<file path="src/rtl/ctx_pkg.sv">
package ctx_pkg;

    typedef enum logic [3:0] {
        S_IDLE,
        S_VEC_WP,
        S_VEC_PC,
        S_SAVE_WP,
        S_SAVE_PC,
        S_SAVE_ST,
        S_RET_WP,
        S_RET_PC,
        S_RET_ST,
        S_RET_LAST,
        S_COMMIT
    } cs_state_e;

    typedef enum logic [1:0] {
        OP_HW,
        OP_SW,
        OP_RET
    } cs_op_e;

endpackage

</file>
<file path="src/rtl/ctx_prio_pick.sv">
module ctx_prio_pick #(
    parameter int NLVL = 16,
    parameter int LW   = $clog2(NLVL)
) (
    input  logic [NLVL-1:0] req,
    input  logic [LW-1:0]   mask,
    output logic            hit,
    output logic [LW-1:0]   lvl
);

    logic [NLVL-1:0] elig;

    generate
        for (genvar i = 0; i < NLVL; i++) begin : g_elig
            assign elig[i] = req[i] && (LW'(i) <= mask);
        end
    endgenerate

    // Scan from the top so the lowest eligible index is the last assignment.
    always_comb begin
        hit = 1'b0;
        lvl = '0;
        for (int i = NLVL - 1; i >= 0; i--) begin
            if (elig[i]) begin
                hit = 1'b1;
                lvl = LW'(i);
            end
        end
    end

endmodule

</file>
<file path="src/rtl/ctx_addr_gen.sv">
module ctx_addr_gen
    import ctx_pkg::*;
#(
    parameter int DW       = 16,
    parameter int SAVE_IDX = 13
) (
    input  cs_state_e       state,
    input  logic [DW-1:0]   vec_byte,
    input  logic [DW-1:0]   cur_wp,
    input  logic [DW-1:0]   new_wp,
    input  logic [DW-1:0]   cur_pc,
    input  logic [DW-1:0]   cur_st,
    output logic            rd,
    output logic            wr,
    output logic [DW-2:0]   word_addr,
    output logic [DW-1:0]   wdata
);

    localparam int REG_BYTES = DW / 8;
    localparam logic [DW-1:0] OFF_A = DW'(SAVE_IDX * REG_BYTES);
    localparam logic [DW-1:0] OFF_B = DW'((SAVE_IDX + 1) * REG_BYTES);
    localparam logic [DW-1:0] OFF_C = DW'((SAVE_IDX + 2) * REG_BYTES);
    localparam logic [DW-1:0] STEP  = DW'(REG_BYTES);

    logic [DW-1:0] byte_addr;

    always_comb begin
        rd        = 1'b0;
        wr        = 1'b0;
        byte_addr = '0;
        wdata     = '0;
        unique case (state)
            S_VEC_WP:   begin rd = 1'b1; byte_addr = vec_byte;         end
            S_VEC_PC:   begin rd = 1'b1; byte_addr = vec_byte + STEP;  end
            S_SAVE_WP:  begin wr = 1'b1; byte_addr = new_wp + OFF_A; wdata = cur_wp; end
            S_SAVE_PC:  begin wr = 1'b1; byte_addr = new_wp + OFF_B; wdata = cur_pc; end
            S_SAVE_ST:  begin wr = 1'b1; byte_addr = new_wp + OFF_C; wdata = cur_st; end
            S_RET_WP:   begin rd = 1'b1; byte_addr = cur_wp + OFF_A; end
            S_RET_PC:   begin rd = 1'b1; byte_addr = cur_wp + OFF_B; end
            S_RET_ST:   begin rd = 1'b1; byte_addr = cur_wp + OFF_C; end
            S_IDLE, S_RET_LAST, S_COMMIT: begin end
            default:    begin end
        endcase
    end

    assign word_addr = byte_addr[DW-1:1];

endmodule

</file>
<file path="src/rtl/ctx_seq.sv">
module ctx_seq
    import ctx_pkg::*;
#(
    parameter int              DW       = 16,
    parameter int              LW       = 4,
    parameter int              SAVE_IDX = 13,
    parameter logic [DW-1:0]   HW_BASE  = 16'h0000,
    parameter logic [DW-1:0]   SW_BASE  = 16'h0040
) (
    input  logic            clk,
    input  logic            rst_n,
    input  logic            hw_hit,
    input  logic [LW-1:0]   hw_lvl,
    input  logic            sw_req,
    input  logic [LW-1:0]   sw_vec,
    input  logic            rtn_req,
    output logic            hw_ack,
    output logic [LW-1:0]   hw_ack_lvl,
    output logic            sw_ack,
    output logic            rtn_ack,
    output logic            mem_req,
    output logic            mem_we,
    output logic [DW-2:0]   mem_addr,
    output logic [DW-1:0]   mem_wdata,
    input  logic [DW-1:0]   mem_rdata,
    output logic [DW-1:0]   pc_o,
    output logic [DW-1:0]   st_o,
    output logic [DW-1:0]   wp_o
);

    localparam int SLOT_SH = $clog2(2 * (DW / 8));

    cs_state_e     state_q, state_d;
    cs_op_e        op_q;
    logic [LW-1:0] lvl_q;
    logic [DW-1:0] vec_q;
    logic [DW-1:0] tmp_wp, tmp_pc, tmp_st;
    logic [DW-1:0] pc_q, st_q, wp_q;
    logic          rd, wr;

    // State register.
    always_ff @(posedge clk) begin
        if (!rst_n) state_q <= S_IDLE;
        else        state_q <= state_d;
    end

    // Next-state decision.
    always_comb begin
        state_d = state_q;
        unique case (state_q)
            S_IDLE: begin
                if (hw_hit || sw_req) state_d = S_VEC_WP;
                else if (rtn_req)     state_d = S_RET_WP;
            end
            S_VEC_WP:   state_d = S_VEC_PC;
            S_VEC_PC:   state_d = S_SAVE_WP;
            S_SAVE_WP:  state_d = S_SAVE_PC;
            S_SAVE_PC:  state_d = S_SAVE_ST;
            S_SAVE_ST:  state_d = S_COMMIT;
            S_RET_WP:   state_d = S_RET_PC;
            S_RET_PC:   state_d = S_RET_ST;
            S_RET_ST:   state_d = S_RET_LAST;
            S_RET_LAST: state_d = S_COMMIT;
            S_COMMIT:   state_d = S_IDLE;
            default:    state_d = S_IDLE;
        endcase
    end

    // Outputs decoded from the state.
    always_comb begin
        hw_ack     = (state_q == S_COMMIT) && (op_q == OP_HW);
        sw_ack     = (state_q == S_COMMIT) && (op_q == OP_SW);
        rtn_ack    = (state_q == S_COMMIT) && (op_q == OP_RET);
        hw_ack_lvl = lvl_q;
        mem_req    = rd || wr;
        mem_we     = wr;
    end

    ctx_addr_gen #(.DW(DW), .SAVE_IDX(SAVE_IDX)) u_agen (
        .state     (state_q),
        .vec_byte  (vec_q),
        .cur_wp    (wp_q),
        .new_wp    (tmp_wp),
        .cur_pc    (pc_q),
        .cur_st    (st_q),
        .rd        (rd),
        .wr        (wr),
        .word_addr (mem_addr),
        .wdata     (mem_wdata)
    );

    // Datapath: operation capture, read-data capture, commit.
    always_ff @(posedge clk) begin
        if (!rst_n) begin
            op_q   <= OP_HW;
            lvl_q  <= '0;
            vec_q  <= '0;
            tmp_wp <= '0;
            tmp_pc <= '0;
            tmp_st <= '0;
            pc_q   <= '0;
            st_q   <= '0;
            wp_q   <= '0;
        end else begin
            unique case (state_q)
                S_IDLE: begin
                    if (hw_hit) begin
                        op_q  <= OP_HW;
                        lvl_q <= hw_lvl;
                        vec_q <= HW_BASE + (DW'(hw_lvl) << SLOT_SH);
                    end else if (sw_req) begin
                        op_q  <= OP_SW;
                        vec_q <= SW_BASE + (DW'(sw_vec) << SLOT_SH);
                    end else if (rtn_req) begin
                        op_q  <= OP_RET;
                    end
                end
                S_VEC_PC:   tmp_wp <= mem_rdata;
                S_SAVE_WP:  tmp_pc <= mem_rdata;
                S_RET_PC:   tmp_wp <= mem_rdata;
                S_RET_ST:   tmp_pc <= mem_rdata;
                S_RET_LAST: tmp_st <= mem_rdata;
                S_COMMIT: begin
                    wp_q <= tmp_wp;
                    pc_q <= tmp_pc;
                    if (op_q == OP_RET) begin
                        st_q <= tmp_st;
                    end else if (op_q == OP_HW) begin
                        st_q[LW-1:0] <= (lvl_q == '0) ? '0 : lvl_q - 1'b1;
                    end
                end
                default: begin end
            endcase
        end
    end

    assign pc_o = pc_q;
    assign st_o = st_q;
    assign wp_o = wp_q;

    // consecutive save writes walk up one word each cycle.
    a_r3_save_step: assert property (@(posedge clk) disable iff (!rst_n)
        (mem_we && $past(mem_we)) |-> (mem_addr == $past(mem_addr) + 1'b1));

    // the mask follows the served level.
    a_r5_mask_update: assert property (@(posedge clk) disable iff (!rst_n)
        hw_ack |=> (st_o[LW-1:0] == (($past(hw_ack_lvl) == '0) ? '0 : $past(hw_ack_lvl) - 1'b1)));

    // a software switch leaves ST alone.
    a_r7_sw_keeps_st: assert property (@(posedge clk) disable iff (!rst_n)
        sw_ack |=> $stable(st_o));

    // registers move only in the cycle after an acknowledge.
    a_r10_hold_between: assert property (@(posedge clk) disable iff (!rst_n)
        !(hw_ack || sw_ack || rtn_ack) |=> ($stable(wp_o) && $stable(pc_o) && $stable(st_o)));

endmodule

</file>
<file path="src/rtl/ctx_switch_unit.sv">
module ctx_switch_unit #(
    parameter int            DW       = 16,
    parameter int            NLVL     = 16,
    parameter int            LW       = $clog2(NLVL),
    parameter int            SAVE_IDX = 13,
    parameter logic [DW-1:0] HW_BASE  = 16'h0000,
    parameter logic [DW-1:0] SW_BASE  = 16'h0040
) (
    input  logic            clk,
    input  logic            rst_n,
    input  logic [NLVL-1:0] hw_req,
    input  logic            sw_req,
    input  logic [LW-1:0]   sw_vec,
    input  logic            rtn_req,
    output logic            hw_ack,
    output logic [LW-1:0]   hw_ack_lvl,
    output logic            sw_ack,
    output logic            rtn_ack,
    output logic            mem_req,
    output logic            mem_we,
    output logic [DW-2:0]   mem_addr,
    output logic [DW-1:0]   mem_wdata,
    input  logic [DW-1:0]   mem_rdata,
    output logic [DW-1:0]   pc_o,
    output logic [DW-1:0]   st_o,
    output logic [DW-1:0]   wp_o
);

    logic          hw_hit;
    logic [LW-1:0] hw_lvl;

    ctx_prio_pick #(.NLVL(NLVL), .LW(LW)) u_pick (
        .req  (hw_req),
        .mask (st_o[LW-1:0]),
        .hit  (hw_hit),
        .lvl  (hw_lvl)
    );

    ctx_seq #(
        .DW(DW), .LW(LW), .SAVE_IDX(SAVE_IDX),
        .HW_BASE(HW_BASE), .SW_BASE(SW_BASE)
    ) u_seq (
        .clk        (clk),
        .rst_n      (rst_n),
        .hw_hit     (hw_hit),
        .hw_lvl     (hw_lvl),
        .sw_req     (sw_req),
        .sw_vec     (sw_vec),
        .rtn_req    (rtn_req),
        .hw_ack     (hw_ack),
        .hw_ack_lvl (hw_ack_lvl),
        .sw_ack     (sw_ack),
        .rtn_ack    (rtn_ack),
        .mem_req    (mem_req),
        .mem_we     (mem_we),
        .mem_addr   (mem_addr),
        .mem_wdata  (mem_wdata),
        .mem_rdata  (mem_rdata),
        .pc_o       (pc_o),
        .st_o       (st_o),
        .wp_o       (wp_o)
    );

    // never two acknowledges together.
    a_r10_one_ack: assert property (@(posedge clk) disable iff (!rst_n)
        $onehot0({hw_ack, sw_ack, rtn_ack}));

    // a served level is always within the mask that gated it.
    a_r4_ack_under_mask: assert property (@(posedge clk) disable iff (!rst_n)
        hw_ack |-> (hw_ack_lvl <= st_o[LW-1:0]));

    // the picker never skips a lower pending eligible level.
    a_r6_lowest_first: assert property (@(posedge clk) disable iff (!rst_n)
        hw_hit |-> (hw_req[hw_lvl] &&
                    ((hw_req & ((NLVL'(1) << hw_lvl) - 1'b1)) == '0)));

endmodule

</file>
<file path="config.mk">
export PLATFORM = sky130hd
export DESIGN_NAME = ctx_switch_unit
export DESIGN_NICKNAME = d
export VERILOG_FILES = /design/src/rtl/ctx_pkg.sv /design/src/rtl/ctx_prio_pick.sv /design/src/rtl/ctx_addr_gen.sv /design/src/rtl/ctx_seq.sv /design/src/rtl/ctx_switch_unit.sv
export SDC_FILE = /design/constraint.sdc
export NUM_CORES = 1
export LEC_CHECK = 0
export ABC_AREA = 1
export BUFFER_PORTS_ARGS = -buffer_cell sky130_fd_sc_hd__buf_2
export CORE_MARGIN = 1.5
export CORE_UTILIZATION = 40
export CTS_BUF_LIST = sky130_fd_sc_hd__clkbuf_8
export CTS_CLUSTER_DIAMETER = 120
export DETAILED_ROUTE_END_ITERATION = 12
export PLACE_DENSITY_LB_ADDON = 0.15
export SYNTH_ARGS = -nofsm -noshare
export SYNTH_HDL_FRONTEND = slang
export SYNTH_SLANG_ARGS = --single-unit
</file>
<file path="constraint.sdc">
create_clock -name clk -period 2.63 [get_ports clk]
set_clock_uncertainty 0.15 [all_clocks]
set_input_delay 0.263 -clock clk [delete_from_list [all_inputs] [get_ports clk]]
set_output_delay 0.263 -clock clk [all_outputs]
set_load 0.01 [all_outputs]
</file>
## Yosys cells after proc, flatten, opt, wreduce, memory -nomap -nowiden

Cells that the tools add are included.
W data, S select, Z words.

| word-level totals | value |
|---|---|
| register bits after elaboration | 122 |
| logic and storage cells | 133 |

| cells by class | value |
|---|---|
| add/subtract/negate cells | 9 |
| magnitude comparators | 16 |
| equality and inequality tests | 13 |
| multiplexer cells | 47 |
| reductions and logical operators | 37 |

Operators by type and width:

| cell | number |
|---|---|
| $pmux W16 S8 | 1 |
| $add A16 B5 Y16 const B | 6 |
| $mux W4 | 21 |
| $pmux W16 S3 | 1 |
| $pmux W4 S9 | 1 |
| $le A4 B4 Y1 const A | 8 |
| $mux W16 | 2 |
| $logic_and A1 B1 Y1 | 19 |
| $mux W1 | 18 |
| $add A16 B2 Y16 const B | 1 |
| $eq A4 B3 Y1 const B | 4 |
| $le A3 B4 Y1 const A | 4 |
| $eq A4 B4 Y1 const B | 3 |
| $reduce_and A2 Y1 | 5 |
| $add A7 B6 Y8 const A | 1 |
| $eq A4 B2 Y1 const B | 2 |
| $le A1 B4 Y1 const A | 2 |
| $le A2 B4 Y1 const A | 2 |
| $logic_not A4 Y1 | 2 |
| $mux W2 | 3 |
| $reduce_or A2 Y1 | 3 |
| $reduce_or A5 Y1 | 1 |
| $eq A4 B1 Y1 const B | 1 |
| $reduce_bool A2 Y1 | 2 |
| 8 further kinds | 9 |

## Depth between registers and ports, before layout

Gate-level depths: netlist of run 1.

| logic depth | value |
|---|---|
| depth after elaboration | 21 |
| gate-level depth with buffers | 21 |

## By module

Synthesis of run 1 repeated with hierarchy kept, for this count alone.

| second synthesis, totals | value |
|---|---|
| cell total of the unflattened synthesis | 1349 |
| area total of the unflattened synthesis | 7797.5 µm² |

Modules (own cells, without submodules):

| module | instances | cells an instance | area an instance (µm²) | seq. area each (µm²) |
|---|---|---|---|---|
| ctx_seq | 1 | 558 | 4111.4 | 2222.1 |
| ctx_addr_gen | 1 | 724 | 3362.0 | 0.0 |
| ctx_prio_pick | 1 | 67 | 324.1 | 0.0 |

## Worst setup path after synthesis of run 1

No wires, ideal clock.

| path | value |
|---|---|
| path type | flip-flop to output port |
| from | reg u_seq.state_q[0] |
| to | out mem_addr[13] |
| arrival | 2.061 ns |
| data required time | 2.217 ns |
| setup slack | 0.156 ns |
| stages on the path, launching flop included | 17 |
| path buffers | 0 |
| cell sequence | dfxtp_1 > nand2_2 > nor2_4 > inv_4 > o21ai_2 > inv_2 > ha_1 > nand2_1 > nand3_1 > nor2_2 > inv_2 > nor2_2 > nand2_1 > nor2_1 > or2_1 > nand3_1 > nand3_1 |

| on the way | value |
|---|---|
| longest elaborated chain between the ends | 2 |
| elaborated cells on any way between the ends | 9 |
| those cells by class | eq/ne: 8; mux: 1 |

RTL lines:

| what | RTL line | source |
|---|---|---|
| start, declared | ctx_seq.sv:33 | `cs_state_e state_q, state_d;` |
| start signal, assigned | ctx_seq.sv:44 | `else state_q <= state_d;` |
| $eq A4 B4 Y1, or another cell as far along | ctx_addr_gen.sv:32 | `unique case (state)` |
| $pmux W16 S8 * | ctx_addr_gen.sv:32 |  |
| end, declared | ctx_switch_unit.sv:21 | `output logic [DW-2:0] mem_addr,` |

Mark *: on every way between the ends. The rest lies on a longest branch, timed or not.

## Worst setup path after layout of run 1

| path | value |
|---|---|
| from | reg u_seq.state_q[3] |
| to | out mem_addr[14] |

The elaborated chain is that of the path after synthesis.

==> impl_metrics.yaml, run 1 <==
detailed_routing:
  drtPass1Iterations: 5
  drc: 0
  vias: 6855
  viasPerCell: 5.11
  wl_met3_um: 984
  wl_per_cell_um: 15.9
  routedLengthMet1_um: 9850
  highest_layer: "met4"
  finalWirelength_um: 21300
  drt_iter0_drc: 444
  met2_length_um: 9990
  final_antenna_net_count: 0
setup_path:
  critical_path.slowest_cell: "dfxtp_4"
  regToRegEndpoint: "u_seq.tmp_pc[7]$_SDFFE_PN0P_"
  end_kind: "primary output"
  cp-endpoint: "mem_addr[14]"
  crit_family: "simple AND/OR/NAND/NOR gates"
  cp_cell_sequence: "inv_2, nand2_2, nor2_4, buf_6, nand2_1, o21ai_2, buf_4, nand3_2, nand2_2, nor2_4, nand2_2, nor2_4, nand2_2, nor2_2, nor2_1, nor2_1, nand2_1, o211ai_2, buf_2"
  cp.depth: 19
  reg2reg_slack_ps: 260
  cp_slowest_stage_delay_ps: 420
  arrival_ps: 2550
  cp_common_cell: "nand2_2"
  path_max_fanout: 6
  crit_start: "u_seq.state_q[3]$_SDFFE_PN0P_"
  required_ps: 2220
  path_buf_inv: 4
  r2r_cells: 10
  cp-start-kind: "flip-flop"
  path_class: "flip-flop to primary output"
  rr_startpoint: "u_seq.state_q[1]$_SDFFE_PN0P_"
clocking:
  insertion_delay_ps: 370
  cts.clk_slew.worst_paths_ps: 100
  numCtsBuffers: 9
  cts-root-buf: "clkbuf_8"
  clock_path_buffers: 2
  h-tree-depth: 3
  clock_sinks: 111
  cts_tree: "built"
placed_design:
  dp_hpwl_um: 15900
  dp.cells: 1292
  place_area_mm2: 0.00729
  place_congestion: 0.914
  placement.io_buffers: 127
floorplan:
  start_util_pct: 41.1
  die_h_um: 128
  io_pins: 128
  std_cell_rows: 45
  die_area_mm2: 0.0164
  fp.dieW_um: 128
  coreArea_mm2: 0.0153
timing:
  fmax_mhz: 338
  grt_setup_unrepaired: "yes"
  drv_slew: 0
  worstMarginPinSlew_ps: 684
  period_needed_ps: 2960
  finalHoldViolations: 0
  relSlewSlack_pct: 54.4
  hold_slack_ps: 17.9
  setup_viol: 12
  fin_ws_ps: -329
  period_share_pct: 113
final_layout:
  final-instance-count-excl-fill: 1341
  drive_above_1_share_pct: 29.9
  fin_nets: 1168
  syn_to_final_growth_pct: 29.0
  n_fill_cell: 1576
  stdcell_area_mm2: 0.00809
  diodes: 0
worst_hold_path:
  worstHoldPathType: "input pin to flip-flop"
synthesis:
  ys.flop_type: "dfxtp_1"
  synth_enable_flop_cells: 0
  async_reset_ff_share_pct: 0
  synth_seq_area_share_pct: 35.4
  synth_nets: 995
  syn_area_mm2: 0.00627
  ys_warn_count: 0
  yosysUniqueCellTypes: 48
  yosys.area.top_type: "dfxtp_1"
  ys_seq_elements: 111
  syn_inst: 952
  syn_avg_cell_area_um2: 6.59
  synth.area.top_cells: "dfxtp_1 35%, nor2_1 11%, o21ai_0 9.8%, nand2_1 9.5%, inv_1 4.9%"
  synth_top_area_share_pct: 35.4
power_and_ir_drop:
  ir_worst_vdd_mv: 0.262
  p_leak_nw: 3.61
  powerDensity_mw_per_mm2: 549
outcome:
  violations: "negative setup slack"
  status: "finished with violations"
global_routing:
  grt_pass1_vias: 6257
  grtUsageTotal_pct: 25.6
  grt_pass1_wl_um: 33100
  grt_antenna_before_repair: 0
  grt_max_degree: 32
  grt_overflow_total: 0
run:
  drv_cap: 0
-- worst reg2reg max path: cells and delay by family, from the launching register on --
family / cells / cell delay [ps]
buffers and inverters: 5 / 900
DFF: 1 / 380
and+or+nand+nor: 5 / 840
-- report_power, final --
part,total (W),switching [W],internal (W)
Clock,0.00107,0.000574,0.000494
Combinational,0.00143,0.000870,0.000561
Sequential,0.00194,0.000141,0.00180
-- metrics by stage --
step	util [%]	TNS (ps)	total power, W	worst slack [ps]
floorplan	-	0	0.00275	156
detailed placement	47.8	-73.0	0.00316	-54.8
CTS	51.2	-3060	0.00433	-379
global placement	47.8	-12.9	0.00315	-12.9
finish	53.0	-2340	0.00444	-329
global route	53.0	-4840	0.00470	-563
-- repair_timing --
action,4_1_cts,5_1_grt
hold buffers,1,0
pin swaps,15,26
hold endpoints to repair,1,0
cloned,1,0
buffers inserted,20,13
setup endpoints to repair,37,44
gates resized for setup,42,58
-- flip-flops by register name, summed over array words and instances (netlist names) --
name	count
u_seq.vec_q	5
u_seq.pc_o	16
u_seq.st_o	16
u_seq.wp_o	16
u_seq.tmp_wp	16
u_seq.state_q	4
u_seq.tmp_st	16
u_seq.tmp_pc	16
u_seq.op_q	2
u_seq.hw_ack_lvl	4
-- worst min-delay path by stage --
stage	from	end	slack, ps	cells past startpoint
after floorplan	mem_rdata[0]	u_seq.tmp_st[0]$_SDFFE_PN0P_	250	2
after CTS	mem_rdata[12]	u_seq.tmp_st[12]$_SDFFE_PN0P_	5	3
after global placement	u_seq.st_o[6]$_SDFFE_PN0P_	u_seq.st_o[6]$_SDFFE_PN0P_	310	2
after detailed placement	u_seq.st_o[6]$_SDFFE_PN0P_	u_seq.st_o[6]$_SDFFE_PN0P_	310	2
after global routing	mem_rdata[12]	u_seq.tmp_st[12]$_SDFFE_PN0P_	30	3
final	mem_rdata[7]	u_seq.tmp_st[7]$_SDFFE_PN0P_	20	3
-- layout by cell type (no fill, tap or decap), drive strengths merged, types with 7 or more instances in the layout --
cell / Yosys / layout
o21ai: 166 / 166
buf: 7 / 195
o211ai: 12 / 12
nor2: 206 / 206
inv: 103 / 104
nand2: 166 / 167
a21oi: 58 / 58
dfxtp: 111 / 111
nor3: 7 / 7
nand3: 34 / 34
o221ai: 14 / 14
clkbuf: 28 / 11
-- synthesized netlist by cell type, types with 2 or more instances --
cell type  count
ha_1           3
o21ai_4        3
o2111ai_1      3
inv_1         82
a31oi_1        6
inv_2         18
clkinv_1       3
o21ai_1       27
or2_1          2
dfxtp_1      111
buf_2          2
a21oi_1       57
nor2_2        10
a221oi_1       4
nor2_1       188
inv_4          2
xnor2_1        2
o21ai_2       13
xor2_1         3
clkbuf_1      28
nand2_2        6
o211ai_1      11
a21o_1         2
nand2_1      159
o21ai_0      123
nand3_1       33
nor3_2         3
nor3_1         4
o31ai_1        2
nor2_4         7
o221ai_1      14
buf_6          5
-- area by class of cell --
cell class / instances / area [um2] / area share [%]
multi-input combinational: 701 / 3740 / 46.3
sequential: 111 / 2240 / 27.7
timing repair buffer: 196 / 1210 / 15.0
inverter: 106 / 423 / 5.23
tap: 211 / 264 / 3.26
clock buffer: 11 / 151 / 1.87
clock inverter: 5 / 56.3 / 0.696
-- cell families after synthesis --
kind of cell	after synthesis	synth area share, %
buf+inv	141	9.24
simple gates	417	28.2
fa+ha+maj	3	0.599
xor+xnor	5	0.698
flops	111	35.4
compound gates	275	25.8
-- routing by layer --
metal / GRT usage [%] / vias up
met5: 0 / -
met4: 6.61 / 0
met3: 2.96 / 38
met2: 42.3 / 200
met1: 35.5 / 3118
li1: - / 3499
(Power assumes the default switching activity.)
==> run 2, diff against run 1 <==
--- a/config.mk
+++ b/config.mk
@@ -8,11 +8,12 @@
 export ABC_AREA = 1
 export BUFFER_PORTS_ARGS = -buffer_cell sky130_fd_sc_hd__buf_2
 export CORE_MARGIN = 1.5
-export CORE_UTILIZATION = 40
+export CORE_UTILIZATION = 57
 export CTS_BUF_LIST = sky130_fd_sc_hd__clkbuf_8
 export CTS_CLUSTER_DIAMETER = 120
 export DETAILED_ROUTE_END_ITERATION = 12
 export PLACE_DENSITY_LB_ADDON = 0.15
+export SLEW_MARGIN = 25
 export SYNTH_ARGS = -nofsm -noshare
 export SYNTH_HDL_FRONTEND = slang
 export SYNTH_SLANG_ARGS = --single-unit
==> run 2 against run 1 <==
  * The run still ends with negative setup slack left
  * Setup slack got worse by 38 ps
  * Total power grew 2.5%
  * Register-to-register slack is essentially flat
  * Clock-buffer cell count is 2 lower
  * Via count rose by 7.0%
  * Die area down 29%
  * Sequential power hardly changed
  * Worst hold slack lost 13 ps
  * Clock power about the same
  * Critical path depth is 6 lower
  * Fmax shrank 1.3%
  * Utilization rose by 22 points
  * Critical path type unchanged
  * Critical endpoint unchanged
  * Largest cell class unchanged
==> impl_metrics.yaml, run 2 (synthesis gave the netlist of run 1 again) <==
outcome:
  status: "finished with violations"
  violations: "negative setup slack"
power_and_ir_drop:
  combPwrFrac_pct: 33.1
  sequentialPowerShare_pct: 42.8
  switchingPower_w: 0.00170
  internal_power_w: 0.00285
  finalPower_w: 0.00455
  switching_share_pct: 37.4
  clockPowerShare_pct: 24.1
  p_leak_nw: 3.68
  ir_worst_vdd_mv: 0.352
  powerDensity_mw_per_mm2: 559
final_layout:
  final_common_cell: "nor2_1"
  n_fill_cell: 846
  most-common-layout-cells: "179 x nor2_1, 146 x nand2_1, 127 x buf_2, 118 x o21ai_0, 107 x dfxtp_1"
  postLayoutCoreUtil_pct: 75.5
  drive_above_1_share_pct: 30.5
  fin_nets: 1174
  syn_to_final_growth_pct: 29.9
  diodes: 0
global_routing:
  grt_pass1_vias: 6340
  grt_pass1_wl_um: 31500
  grt_antenna_before_repair: 0
  grtUsageTotal_pct: 34.6
  grt_overflow_total: 0
  grt_max_degree: 87
timing:
  drv_slew: 0
  period_needed_ps: 3000
  grt_setup_unrepaired: "yes"
  finalHoldViolations: 0
  relSlewSlack_pct: 54.8
  fin_ws_ps: -367
  setup_viol: 13
  fmax_mhz: 334
  worstMarginPinSlew_ps: 676
  period_share_pct: 114
worst_hold_path:
  holdPathStages: 3
  hold_end: "u_seq.tmp_st[9]$_SDFFE_PN0P_"
  worstHoldPathType: "input pin to flip-flop"
  holdCritStartpoint: "mem_rdata[9]"
run:
  drv_cap: 0
placed_design:
  placement.io_buffers: 127
  place_congestion: 0.979
  place_ws_ps: -68.3
  dp_hpwl_um: 14400
floorplan:
  fp.dieW_um: 108
  std_cell_rows: 38
  die_h_um: 108
  coreArea_mm2: 0.0108
  die_area_mm2: 0.0116
  start_util_pct: 58.1
  io_pins: 128
setup_path:
  path_class: "flip-flop to primary output"
  path_max_fanout: 17
  arrival_ps: 2580
  rr_startpoint: "u_seq.st_o[1]$_SDFFE_PN0P_"
  end_kind: "primary output"
  reg2reg_slack_ps: 270
  cp-start-kind: "flip-flop"
  regToRegEndpoint: "u_seq.state_q[2]$_SDFFE_PN0P_"
  r2r_cells: 10
  required_ps: 2220
clocking:
  numCtsBuffers: 9
  cts.clk_slew.worst_paths_ps: 110
  cts_tree: "built"
  clock_path_buffers: 2
  insertion_delay_ps: 380
  clock_sinks: 111
  cts-root-buf: "clkbuf_8"
  h-tree-depth: 3
detailed_routing:
  finalWirelength_um: 21200
  final_antenna_net_count: 0
  drt_iter0_drc: 771
  drc: 0
  wl_per_cell_um: 16.6
  vias: 7335
  drtPass1Iterations: 5
  viasPerCell: 5.75
-- run 2: changes by cell type in the layout (fill, tap and decap cells not counted), sizes merged --
cell,before,now
clkbuf,11,9
clkinvlp,2,1
dlygate4sd3,1,3
buf,195,199
clkinv,4,5
inv,104,106
-- run 2: routing by layer --
layer	share of wire [%]	vias to the layer above	GRT usage, %
li1	-	3504	-
met1	42	3353	46.9
met2	45	412	55.2
met3	8.3	66	4.84
met4	4.4	0	14.7
met5	0	-	0
-- run 2: worst max-delay path by stage --
stage	depth (start not counted)	to	startpoint
detailed placement	17	mem_addr[13]	u_seq.state_q[1]$_SDFFE_PN0P_
global route	15	mem_addr[12]	u_seq.state_q[1]$_SDFFE_PN0P_
global placement	17	mem_addr[13]	u_seq.state_q[1]$_SDFFE_PN0P_
floorplan	16	mem_addr[13]	u_seq.state_q[0]$_SDFFE_PN0P_
CTS	15	mem_addr[12]	u_seq.state_q[0]$_SDFFE_PN0P_
finish	13	mem_addr[14]	u_seq.state_q[3]$_SDFFE_PN0P_
-- run 2: power groups by stage --
stage / Combinational (W) / Clock (W) / Sequential, W
floorplan: 0.000818 / 0 / 0.00193
global placement: 0.00116 / 0 / 0.00196
detailed placement: 0.00118 / 0 / 0.00196
CTS: 0.00132 / 0.00110 / 0.00193
global route: 0.00164 / 0.00117 / 0.00196
finish: 0.00151 / 0.00109 / 0.00195
-- run 2: stage by stage --
stage          hold slack, ps  TNS, ps  cell area (um2)  cells
3_3_place_gp              308    -9.10             7170   1217
4_1_cts                 0.747    -1710             7820   1261
5_1_grt                  7.24    -5050             8150   1276
2_1_floorplan             248        0             6270    952
6_report                 5.40    -2930             8150   1276
3_5_place_dp              311    -92.2             7170   1217
-- run 2: area by class of cell --
class	count	area, um2	share of cell area, %
multi-input combinational	701	3840	47.2
sequential	111	2240	27.5
timing repair buffer	202	1260	15.5
inverter	106	415	5.10
tap	140	175	2.15
clock buffer	9	124	1.52
clock inverter	7	88.8	1.09
-- run 2: critical path, stage by stage, from the launching register on --
cell and delay, ps:
dfxtp_4 380, buf_6 120, nor2_4 160, nand2_4 120
buf_4 220, o21ai_2 180, inv_1 120, nor2_4 200
nand4_4 150, nor2_4 150, a21o_1 140, nand3_2 70
o211ai_2 60, buf_2 150
-- run 2: timing repair --
| action | CTS | global route |
|---|---|---|
| gates cloned | 1 | 0 |
| setup endpoints to repair | 12 | 20 |
| pin swaps | 21 | 34 |
| endpoints found under the hold margin | 2 | 1 |
| hold buffers | 2 | 1 |
| gates resized for setup | 64 | 51 |
| setup buffers | 25 | 16 |
==> run 3, diff against run 2 <==
--- a/config.mk
+++ b/config.mk
@@ -12,7 +12,7 @@
 export CTS_BUF_LIST = sky130_fd_sc_hd__clkbuf_8
 export CTS_CLUSTER_DIAMETER = 120
 export DETAILED_ROUTE_END_ITERATION = 12
-export PLACE_DENSITY_LB_ADDON = 0.15
+export PLACE_DENSITY = 0.82
 export SLEW_MARGIN = 25
 export SYNTH_ARGS = -nofsm -noshare
 export SYNTH_HDL_FRONTEND = slang
==> run 3 against run 2 <==
  * The run still ends with negative setup slack left
  * Flip-flop and latch count unchanged
  * Largest power group unchanged
  * Largest cell class unchanged
  * Total power decreased by 4.8%
  * Clock power decreased by 9.6%
  * Sequential share of layout area increased by 1.1 points
==> impl_metrics.yaml, run 3 (synthesis gave the netlist of run 1 again) <==
setup_path:
  end_kind: "primary output"
  arrival_ps: 2570
  reg2reg_slack_ps: 230
  path_class: "flip-flop to primary output"
  required_ps: 2220
  cp-start-kind: "flip-flop"
  path_max_fanout: 6
floorplan:
  std_cell_rows: 38
  start_util_pct: 58.1
  die_area_mm2: 0.0116
  io_pins: 128
  fp.dieW_um: 108
  coreArea_mm2: 0.0108
  die_h_um: 108
power_and_ir_drop:
  internal_power_w: 0.00271
  clockPowerShare_pct: 22.7
  powerDensity_mw_per_mm2: 554
  switchingPower_w: 0.00162
  sequentialPowerShare_pct: 44.7
  p_leak_nw: 3.51
  switching_share_pct: 37.5
  combPwrFrac_pct: 32.5
  ir_worst_vdd_mv: 0.478
global_routing:
  grtUsageTotal_pct: 33.4
  grt_pass1_vias: 6207
  grt_overflow_total: 0
  grt_max_degree: 71
  grt_pass1_wl_um: 30500
  grt_antenna_before_repair: 0
clocking:
  cts-root-buf: "clkbuf_8"
  clock_sinks: 111
  cts.clk_slew.worst_paths_ps: 110
  cts_tree: "built"
  numCtsBuffers: 9
  insertion_delay_ps: 390
  h-tree-depth: 3
  clock_path_buffers: 2
final_layout:
  fin_nets: 1152
  n_fill_cell: 879
  syn_to_final_growth_pct: 24.7
  drive_above_1_share_pct: 28.3
  stdcell_area_mm2: 0.00782
  diodes: 0
  most-common-layout-cells: "179 x nor2_1, 147 x nand2_1, 127 x buf_2, 119 x o21ai_0, 106 x dfxtp_1"
  final_common_cell: "nor2_1"
  postLayoutCoreUtil_pct: 72.5
timing:
  fmax_mhz: 336
  relSlewSlack_pct: 57.7
  fin_ws_ps: -349
  setup_viol: 11
  grt_setup_unrepaired: "yes"
  drv_slew: 0
  finalHoldViolations: 0
  period_needed_ps: 2980
  worstMarginPinSlew_ps: 633
  period_share_pct: 113
detailed_routing:
  drc: 0
  drtPass1Iterations: 7
  vias: 7023
  drt_iter0_drc: 681
  final_antenna_net_count: 0
  finalWirelength_um: 19600
  viasPerCell: 5.60
  wl_per_cell_um: 15.7
placed_design:
  place_congestion: 0.948
  placement.io_buffers: 127
  dp_hpwl_um: 14100
  place_area_mm2: 0.00713
worst_hold_path:
  worstHoldPathType: "input pin to flip-flop"
outcome:
  status: "finished with violations"
  violations: "negative setup slack"
run:
  drv_cap: 0
## run 3: worst paths after layout
kind	from	to	cells after the start
hold reg to reg	u_seq.st_o[8]$_SDFFE_PN0P_	u_seq.st_o[8]$_SDFFE_PN0P_	2
setup / recovery	u_seq.state_q[3]$_SDFFE_PN0P_	mem_addr[14]	17
setup reg to reg	u_seq.st_o[1]$_SDFFE_PN0P_	u_seq.state_q[1]$_SDFFE_PN0P_	10
hold / removal	mem_rdata[6]	u_seq.tmp_st[6]$_SDFFE_PN0P_	3
## run 3: cell type report
type / instances / area (um2) / share of cell area, %
repair buffers: 179 / 1070 / 13.7
inverters: 106 / 415 / 5.31
flip-flops and latches: 111 / 2240 / 28.6
multi-input cells: 701 / 3720 / 47.6
repair inverters: 1 / 11.3 / 0.144
clock inverters: 7 / 65.1 / 0.832
clock buffers: 9 / 124 / 1.58
well taps: 140 / 175 / 2.24
## run 3: what timing repair did
item,4_1_cts,5_1_grt
pin swaps,20,17
buffers inserted,14,9
gates resized for setup,50,37
endpoints found under the hold margin,1,1
hold buffers,1,1
setup endpoints to repair,14,33
cloned,2,0
## run 3: power groups by stage
stage	combinational [W]	sequential, W	clock [W]
finish	0.00141	0.00194	0.000985
CTS	0.00128	0.00193	0.000987
global route	0.00155	0.00195	0.00106
global placement	0.00114	0.00196	0
detailed placement	0.00116	0.00196	0
floorplan	0.000818	0.00193	0
## run 3: worst max-delay path, cell delays in order (launching register included)
cell	delay, ps
dfxtp_4	390
inv_2	60
nand2_2	80
nor2_4	160
inv_4	60
buf_4	160
o21ai_2	180
inv_1	140
nor2_4	110
nand2_2	80
nor2_4	160
nand2_2	90
nor2_4	110
nor2_1	40
nor2_1	90
nand2_1	80
o211ai_2	60
buf_2	150
## run 3: per-stage QoR
step | power, W | setup TNS (ps) | instances | setup WS, ps | hold slack, ps
2_1_floorplan | 0.00275 | 0 | 952 | 156 | 248
3_3_place_gp | 0.00310 | 0 | 1212 | 23.6 | 308
3_5_place_dp | 0.00312 | -38.9 | 1212 | -38.9 | 308
4_1_cts | 0.00420 | -1920 | 1245 | -288 | 1.20
5_1_grt | 0.00456 | -3850 | 1254 | -498 | 13.2
6_report | 0.00433 | -2340 | 1254 | -349 | 5.44
## run 3: per-layer routing
| layer | global-route usage [%] | part of all wire (%) |
|---|---|---|
| met1 | 44.5 | 43 |
| met2 | 55.3 | 46 |
| met3 | 3.93 | 7.0 |
| met4 | 13.2 | 3.2 |
| met5 | 0 | 0 |
